**src/rtl/swin_pkg.sv**
```systemverilog
// Package: shared types for the sliding-window aligner.
// Assumes: characters are 8 bits wide.
package swin_pkg;

    typedef logic [7:0] char_t;

    // Window operation chosen in a cycle; a load outranks a shift.
    typedef enum logic [1:0] {
        WOP_HOLD  = 2'd0,
        WOP_SHIFT = 2'd1,
        WOP_LOAD  = 2'd2
    } win_op_e;

endpackage

```
**src/rtl/swin_window.sv**
```systemverilog
// Module: swin_window
// Keeps the sliding window right-justified in a BUCKET_BYTES register.
// Assumes BUCKET_BYTES > WIN_BYTES >= 2; bytes above the window stay zero.
module swin_window
    import swin_pkg::*;
#(
    parameter int BUCKET_BYTES = 16,
    parameter int WIN_BYTES    = 8
) (
    input  logic                      clk,
    input  logic                      rst_n,
    input  logic                      load_i,
    input  logic                      shift_i,
    input  char_t                     char_i,
    input  logic [WIN_BYTES*8-1:0]    load_data_i,
    output logic [BUCKET_BYTES*8-1:0] win_o,
    output logic                      upd_o
);

    localparam int ROW_W = BUCKET_BYTES * 8;
    localparam int WIN_W = WIN_BYTES * 8;
    localparam int PAD_W = ROW_W - WIN_W;

    win_op_e           op;
    logic [WIN_W-1:0]  win_q;

    // Decode the requested operation, giving a load priority.
    always_comb begin
        if (load_i)       op = WOP_LOAD;
        else if (shift_i) op = WOP_SHIFT;
        else              op = WOP_HOLD;
    end

    // Window register: load, shift one character, or hold.
    always_ff @(posedge clk) begin
        if (!rst_n) begin
            win_q <= '0;
        end else begin
            case (op)
                WOP_LOAD:  win_q <= load_data_i;
                WOP_SHIFT: win_q <= {win_q[WIN_W-9:0], char_i};
                default:   win_q <= win_q;
            endcase
        end
    end

    assign win_o = {{PAD_W{1'b0}}, win_q};
    assign upd_o = (op != WOP_HOLD);

endmodule

```
**src/rtl/swin_offset_gen.sv**
```systemverilog
// Module: swin_offset_gen
// Adds the slot lengths into a running offset for each slot and registers it.
// Assumes the sum of all lengths fits in SUM_W bits; offsets of
// BUCKET_BYTES or more are flagged as blank.
module swin_offset_gen #(
    parameter int BUCKET_BYTES = 16,
    parameter int SLOTS        = 4,
    parameter int LEN_W        = 4,
    parameter int OFF_W        = 4
) (
    input  logic                   clk,
    input  logic                   rst_n,
    input  logic                   en_i,
    input  logic [SLOTS*LEN_W-1:0] lens_i,
    output logic [SLOTS*OFF_W-1:0] off_o,
    output logic [SLOTS-1:0]       blank_o
);

    localparam int SUM_W = LEN_W + $clog2(SLOTS) + 1;

    logic [SUM_W-1:0] run_sum [SLOTS];

    // Running prefix sum of the lengths of all lower slots.
    always_comb begin
        for (int i = 0; i < SLOTS; i++) begin
            run_sum[i] = '0;
            for (int j = 0; j < i; j++) begin
                run_sum[i] = run_sum[i] + SUM_W'(lens_i[j*LEN_W +: LEN_W]);
            end
        end
    end

    // Offset and blank registers, one per slot.
    for (genvar g = 0; g < SLOTS; g++) begin : g_slot
        always_ff @(posedge clk) begin
            if (!rst_n) begin
                off_o[g*OFF_W +: OFF_W] <= '0;
                blank_o[g]              <= 1'b0;
            end else if (en_i) begin
                off_o[g*OFF_W +: OFF_W] <= run_sum[g][OFF_W-1:0];
                blank_o[g]              <= (run_sum[g] >= SUM_W'(BUCKET_BYTES));
            end
        end
    end

endmodule

```
**src/rtl/swin_barrel.sv**
```systemverilog
// Module: swin_barrel
// Combinational byte-wise left barrel shifter with zero fill.
// Uses log2 stages; a set blank flag forces all-zero output.
module swin_barrel #(
    parameter int BUCKET_BYTES = 16,
    parameter int OFF_W        = 4
) (
    input  logic [BUCKET_BYTES*8-1:0] data_i,
    input  logic [OFF_W-1:0]          amt_i,
    input  logic                      blank_i,
    output logic [BUCKET_BYTES*8-1:0] data_o
);

    // One stage per offset bit; stage s moves by 2**s bytes.
    always_comb begin
        data_o = data_i;
        for (int s = 0; s < OFF_W; s++) begin
            if (amt_i[s]) data_o = data_o << (8 * (1 << s));
        end
        if (blank_i) data_o = '0;
    end

endmodule

```
**src/rtl/swin_aligner.sv**
```systemverilog
// Module: swin_aligner (top)
// Stage 1: window update and offset register. Stage 2: one barrel-shifted
// copy per slot, captured in the shifted-copy registers with a valid flag.
// Assumes BUCKET_BYTES is a power of two and KEY_BYTES <= WIN_BYTES < BUCKET_BYTES.
module swin_aligner #(
    parameter int BUCKET_BYTES = 16,
    parameter int WIN_BYTES    = 8,
    parameter int KEY_BYTES    = 4,
    parameter int SLOTS        = 4,
    parameter int LEN_W        = 4
) (
    input  logic                            clk,
    input  logic                            rst_n,
    input  logic                            load_i,
    input  logic                            shift_i,
    input  logic [7:0]                      char_i,
    input  logic [WIN_BYTES*8-1:0]          load_data_i,
    input  logic [SLOTS*LEN_W-1:0]          row_lens_i,
    output logic [BUCKET_BYTES*8-1:0]       win_o,
    output logic [KEY_BYTES*8-1:0]          key_o,
    output logic [SLOTS*BUCKET_BYTES*8-1:0] copies_o,
    output logic                            copies_valid_o
);

    localparam int OFF_W = $clog2(BUCKET_BYTES);
    localparam int ROW_W = BUCKET_BYTES * 8;
    localparam int WIN_W = WIN_BYTES * 8;

    logic                   upd;
    logic                   stage1_vld;
    logic [SLOTS*OFF_W-1:0] off;
    logic [SLOTS-1:0]       blank;

    swin_window #(
        .BUCKET_BYTES(BUCKET_BYTES),
        .WIN_BYTES   (WIN_BYTES)
    ) u_window (
        .clk        (clk),
        .rst_n      (rst_n),
        .load_i     (load_i),
        .shift_i    (shift_i),
        .char_i     (char_i),
        .load_data_i(load_data_i),
        .win_o      (win_o),
        .upd_o      (upd)
    );

    swin_offset_gen #(
        .BUCKET_BYTES(BUCKET_BYTES),
        .SLOTS       (SLOTS),
        .LEN_W       (LEN_W),
        .OFF_W       (OFF_W)
    ) u_offsets (
        .clk    (clk),
        .rst_n  (rst_n),
        .en_i   (upd),
        .lens_i (row_lens_i),
        .off_o  (off),
        .blank_o(blank)
    );

    // Valid pipeline: marks a window update waiting to be shifted, then done.
    always_ff @(posedge clk) begin
        if (!rst_n) begin
            stage1_vld     <= 1'b0;
            copies_valid_o <= 1'b0;
        end else begin
            stage1_vld     <= upd;
            copies_valid_o <= stage1_vld;
        end
    end

    // One shifter and shifted-copy register per slot.
    for (genvar g = 0; g < SLOTS; g++) begin : g_copy
        logic [ROW_W-1:0] shifted;

        swin_barrel #(
            .BUCKET_BYTES(BUCKET_BYTES),
            .OFF_W       (OFF_W)
        ) u_barrel (
            .data_i (win_o),
            .amt_i  (off[g*OFF_W +: OFF_W]),
            .blank_i(blank[g]),
            .data_o (shifted)
        );

        // Capture the copy only when a fresh window is in stage 1.
        always_ff @(posedge clk) begin
            if (!rst_n)          copies_o[g*ROW_W +: ROW_W] <= '0;
            else if (stage1_vld) copies_o[g*ROW_W +: ROW_W] <= shifted;
        end
    end

    assign key_o = win_o[WIN_W-1 -: KEY_BYTES*8];

endmodule

```
**config.mk**
```make
export PLATFORM = sky130hd
export DESIGN_NAME = swin_aligner
export DESIGN_NICKNAME = d
export VERILOG_FILES = /design/src/rtl/swin_pkg.sv /design/src/rtl/swin_window.sv /design/src/rtl/swin_offset_gen.sv /design/src/rtl/swin_barrel.sv /design/src/rtl/swin_aligner.sv
export SDC_FILE = /design/constraint.sdc
export NUM_CORES = 1
export LEC_CHECK = 0
export BUFFER_PORTS_ARGS = -buffer_cell sky130_fd_sc_hd__clkbuf_2
export CORE_AREA = 2 2 297 299
export DETAILED_ROUTE_END_ITERATION = 16
export DIE_AREA = 0 0 299 301
export SYNTH_ARGS = -nofsm -noshare
export SYNTH_HDL_FRONTEND = slang
export SYNTH_SLANG_ARGS = --single-unit
```
**constraint.sdc**
```tcl
create_clock -name clk -period 2.4 [get_ports clk]
set_clock_uncertainty 0.2 [all_clocks]
set_input_delay 0.36 -clock clk [delete_from_list [all_inputs] [get_ports clk]]
set_output_delay 0.36 -clock clk [all_outputs]
set_load 0.01 [all_outputs]
```
* Yosys cells after proc, flatten, opt, wreduce, memory -nomap -nowiden
Index checks and enable logic that the tools add are counted.
** Word-level totals
- Bits in registers :: 529
- Word-level logic and storage cells :: 40
- Output and inout port bits :: 673
- Input bits :: 92
** Operators by class
- Magnitude comparators :: 3
- Reduce and logical (&&, ||, !) cells :: 2
- Muxes and demuxes :: 18
- Eq/ne operators :: 2
- Add/sub/neg operators :: 2
** Operators with widths (count)
- $mux W128 :: 12
- $mux W72 :: 3
- $pmux W64 S2 :: 1
- $ge A7 B5 Y1 const B :: 2
- $add A7 B4 Y7 :: 1
- $add A4 B4 Y5 :: 1
- $ge A4 B5 Y1 const B :: 1
- $reduce_bool A2 Y1 :: 2
- $eq A2 B1 Y1 const B :: 1
- $eq A2 B2 Y1 const B :: 1
- $mux W2 :: 1
- $mux W1 :: 1

* Depth between registers and ports, before layout
- Word-level depth :: 5
- Mapped depth :: 9
- Depth with buffers taken out :: 9

* Cells and area by module
From an unflattened synthesis, not the netlist that was laid out.
** Unflattened totals
- Cell total of the unflattened synthesis :: 4724
- Area, all modules :: 43167.7 um^2
** Modules (own cells, without submodules)
- swin_aligner :: area an instance 19934.1 um^2, sequential area each 10289.9 um^2, times used 1, cells each 1686
- swin_barrel :: area an instance 4636.9 um^2, sequential area each 0.0 um^2, times used 4, cells each 650
- swin_window :: area an instance 3824.9 um^2, sequential area each 1281.2 um^2, times used 1, cells each 350
- swin_offset_gen :: area an instance 860.8 um^2, sequential area each 280.3 um^2, times used 1, cells each 88

* Least setup slack after synthesis
OpenSTA, ideal clock, no wires.
- Path type :: in2reg
- Start point :: in row_lens_i[0]
- End point :: reg u_offsets.blank_o[3]
- Arrival time :: 1.917 ns
- Buffers on the path :: 0
- Required time :: 2.077 ns
- Stages on the path :: 9
- Path slack :: 0.160 ns
- Setup time :: 0.123 ns
- Path through :: ha_1 > inv_1 > fa_1 > xnor2_1 > ha_1 > nor2b_1 > o21ai_0 > o21bai_1 > a31oi_1
** RTL lines
- start: declaration :: RTL line swin_aligner.sv:18 : input logic [SLOTS*LEN_W-1:0] row_lens_i,
- end signal: indexed assignment :: RTL line swin_offset_gen.sv:41 : blank_o[g] <= (run_sum[g] >= SUM_W'(BUCKET_BYTES));
- end: declaration :: RTL line swin_offset_gen.sv:16 : output logic [SLOTS-1:0] blank_o

* Worst setup path after layout
- Start point :: reg u_window.win_q[32]
- End point :: out key_o[0]
** RTL lines
- start: declaration :: RTL line swin_window.sv:25 : logic [WIN_W-1:0] win_q;
- start signal: assignment :: RTL line swin_window.sv:40 : WOP_LOAD: win_q <= load_data_i;
- start signal: assignment :: RTL line swin_window.sv:41 : WOP_SHIFT: win_q <= {win_q[WIN_W-9:0], char_i};
- start signal: assignment :: RTL line swin_window.sv:42 : default: win_q <= win_q;
- end: declaration :: RTL line swin_aligner.sv:20 : output logic [KEY_BYTES*8-1:0] key_o,
No word-level cell between the ends.

==> results.sh <==
export IMPL_worst_pin_slew_ns=1.03
export IMPL_ys_types=85
export IMPL_clockBufferDepth=3
export IMPL_critPathKind="register to output port"
export IMPL_cts_setup_buffers=0
export IMPL_drv_slew=0
export IMPL_dp_slack_ns=-0.198
export IMPL_rows=108
export IMPL_peakVddDrop_uv=763
export IMPL_vias=30200
export IMPL_cap_violations=0
export IMPL_critPathTopFamily="flip-flops"
export IMPL_routedWlPerCell_um=30.0
export IMPL_netlist_instances=3179
export IMPL_antenna_found_initial=13
export IMPL_cp_max_fo=5
export IMPL_rsz0062_at_grt="false"
export IMPL_pwr_share_comb=0.253
export IMPL_p_switching_mw=8.75
export IMPL_drtIter0Drc=3977
export IMPL_clkTransAtPathRegs_ns=0.06
export IMPL_place_congestion=0.991
export IMPL_cts_buffers=61
export IMPL_syn_to_final_growth_pct=32.7
export IMPL_p_int_mw=17.4
export IMPL_synth_most_common_cell="dfxtp_1"
export IMPL_synth_common_cells="dfxtp_1 (528), nor2_1 (333), mux2i_1 (299)"
export IMPL_slew_headroom=0.312
export IMPL_holdWs_ns=0.0793
export IMPL_yosys_top_cells_area="dfxtp_1 (37%), mux2i_1 (11%), buf_4 (5.1%), nor2_1 (4.4%), mux2_2 (4.1%)"
export IMPL_cts_tree="done"
export IMPL_dp_hpwl_um=115000
export IMPL_cpMaxStageDelayCell="dfxtp_1"
export IMPL_outcome="finished clean"
export IMPL_power_mw=26.1
export IMPL_period_minus_slack_ns=2.40
export IMPL_fmax_mhz=417
export IMPL_p_clk_frac=0.377
export IMPL_fin_tns_setup_ns=0
export IMPL_crit_path_max_incr_delay_ns=0.68
export IMPL_cp_cell_sequence="buf_4 > clkbuf_2"
export IMPL_grt_pass1_vias=28100
export IMPL_core_area_um2=86500
export IMPL_synth_seq_cells=528
export IMPL_grt_pass1_wl_um=213000
export IMPL_fillers=8688
export IMPL_root_buffer="clkbuf_16"
export IMPL_vias_per_cell=5.78
export IMPL_synth_edf_count=0
export IMPL_grt_max_degree=128
export IMPL_cp_arrival_ns=1.84
export IMPL_cp_required_ns=1.84
export IMPL_critPathBufInv=2
export IMPL_hold_violations=0
export IMPL_wl_um=157000
export IMPL_die_area_um2=90000
export IMPL_worst_slack_ns=0.00464
export IMPL_firstDrtPassIters=9
export IMPL_final_setup_viol_count=0
export IMPL_drc_errors=0
export IMPL_p_sw_frac=0.335
export IMPL_grt_use_total=0.329
export IMPL_power_leakage_nw=16.3
export IMPL_setup_worst_path_start_class="register"
export IMPL_ys_async_sr_fraction=0
export IMPL_finalCritPeriodShare=0.998
export IMPL_p_seq_frac=0.370
export IMPL_holdCritPathClass="input pin to register"
export IMPL_grt_remaining_overflow=0
export IMPL_numPortBuffers=632
export IMPL_insertion_delay_ns=0.67
export IMPL_initial_core_util=0.328
export IMPL_yosysSeqAreaShare=0.373
export IMPL_synth_top_cell_area_share=0.373
export IMPL_antenna_left=0
export IMPL_nets=4111
export IMPL_synth_top_cell_by_area="dfxtp_1"
export IMPL_drive_gt1_frac=0.336
export IMPL_ys_warn_count=0
export IMPL_syn_area_um2=28400
export IMPL_cts_sinks=528
export IMPL_fp_dieW_um=299
export IMPL_io_pins=765
export IMPL_end_kind="output port"
export IMPL_synth_area_per_cell_um2=8.92
export IMPL_die_h_um=301
export IMPL_power_density_nw_per_um2=694
export IMPL_h_tree_depth=2
export IMPL_synth_top_flop_cell="dfxtp_1"
-- final timing paths --
path                                    startpoint             endpoint  slack (ns)  depth (start not counted)
worst max-delay path            u_window.win_q[32]             key_o[0]       0.005                          2
worst min-delay path                 row_lens_i[8]  u_offsets.off_o[12]        0.08                          4
worst max register to register   u_window.win_q[5]    u_window.win_q[5]        0.01                          6
worst min register to register       copies_o[301]        copies_o[301]        0.25                          2
-- worst reg2reg max path: stages (launching register included) --
cell,delay (ns)
dfxtp_2,0.68
buf_4,0.34
mux2i_1,0.11
nor2_1,0.25
a21oi_1,0.07
dlygate4sd3_1,0.59
nor2_1,0.08
-- repair_timing --
item | 4_1_cts | 5_1_grt
hold buffers | 78 | 0
cloned | 0 | 0
setup endpoints to repair | 15 | 48
endpoints found under the hold margin | 69 | 0
resized for setup | 12 | 13
-- per-stage QoR --
step	cell area [um2]	instances	utilization
2_1_floorplan	28800	3306	-
3_3_place_gp	34700	5022	0.401
3_5_place_dp	34700	5022	0.401
4_1_cts	37600	5213	0.434
5_1_grt	37600	5219	0.435
6_report	37600	5222	0.435
-- logic make-up (layout without fill, tap and decap cells) --
group,after synthesis,count (layout),share of synthesized area
other cells,1,137,0.000132
xor+xnor,4,4,0.00124
mux,418,418,0.158
simple gates,774,774,0.126
buf+inv,521,1273,0.103
flops,528,528,0.373
fa+ha+maj,11,11,0.00538
compound gates,922,922,0.234
-- final cells by class --
class                           count  area, um2  area share
Sequential cell                   528      10600       0.282
Multi-Input combinational cell   2257      15400       0.410
Timing Repair Buffer             1143       7970       0.212
Clock inverter                     32        342     0.00908
Inverter                           17       73.8     0.00196
Tap cell                         1155       1450      0.0384
Antenna cell                        9       22.5    0.000598
Clock buffer                       81       1750      0.0466
-- state kept, by name (all words and copies together), names as in the netlist --
signal	flops
copies_o	448
u_window.win_q	64
u_offsets.off_o	12
u_offsets.blank_o	2
copies_valid_o	1
stage1_vld	1
-- power groups by stage --
stage	Clock (mW)	Sequential, mW	Combinational (mW)
finish	9.85	9.66	6.61
floorplan	0	9.73	3.39
CTS	9.94	9.65	6.41
global placement	0	9.84	6.26
detailed placement	0	9.84	6.27
global route	10.3	9.69	6.83
-- placed cells by master (no fill, tap or decap), types with 104 or more instances in the layout --
cell / n
nand2_1: 215
a21oi_1: 173
o21ai_0: 150
conb_1: 128
nor2_1: 330
mux2i_1: 296
dfxtp_1: 508
mux2_2: 104
buf_4: 374
clkbuf_2: 629
a22oi_1: 131
-- routing by layer --
metal,wire [um],part of all wire,global-route usage
met1,61900,0.40,0.419
met2,69800,0.45,0.516
met3,17200,0.11,0.0948
met4,7670,0.049,0.149
met5,0,0,0
Power figures use the tool's default switching activity.
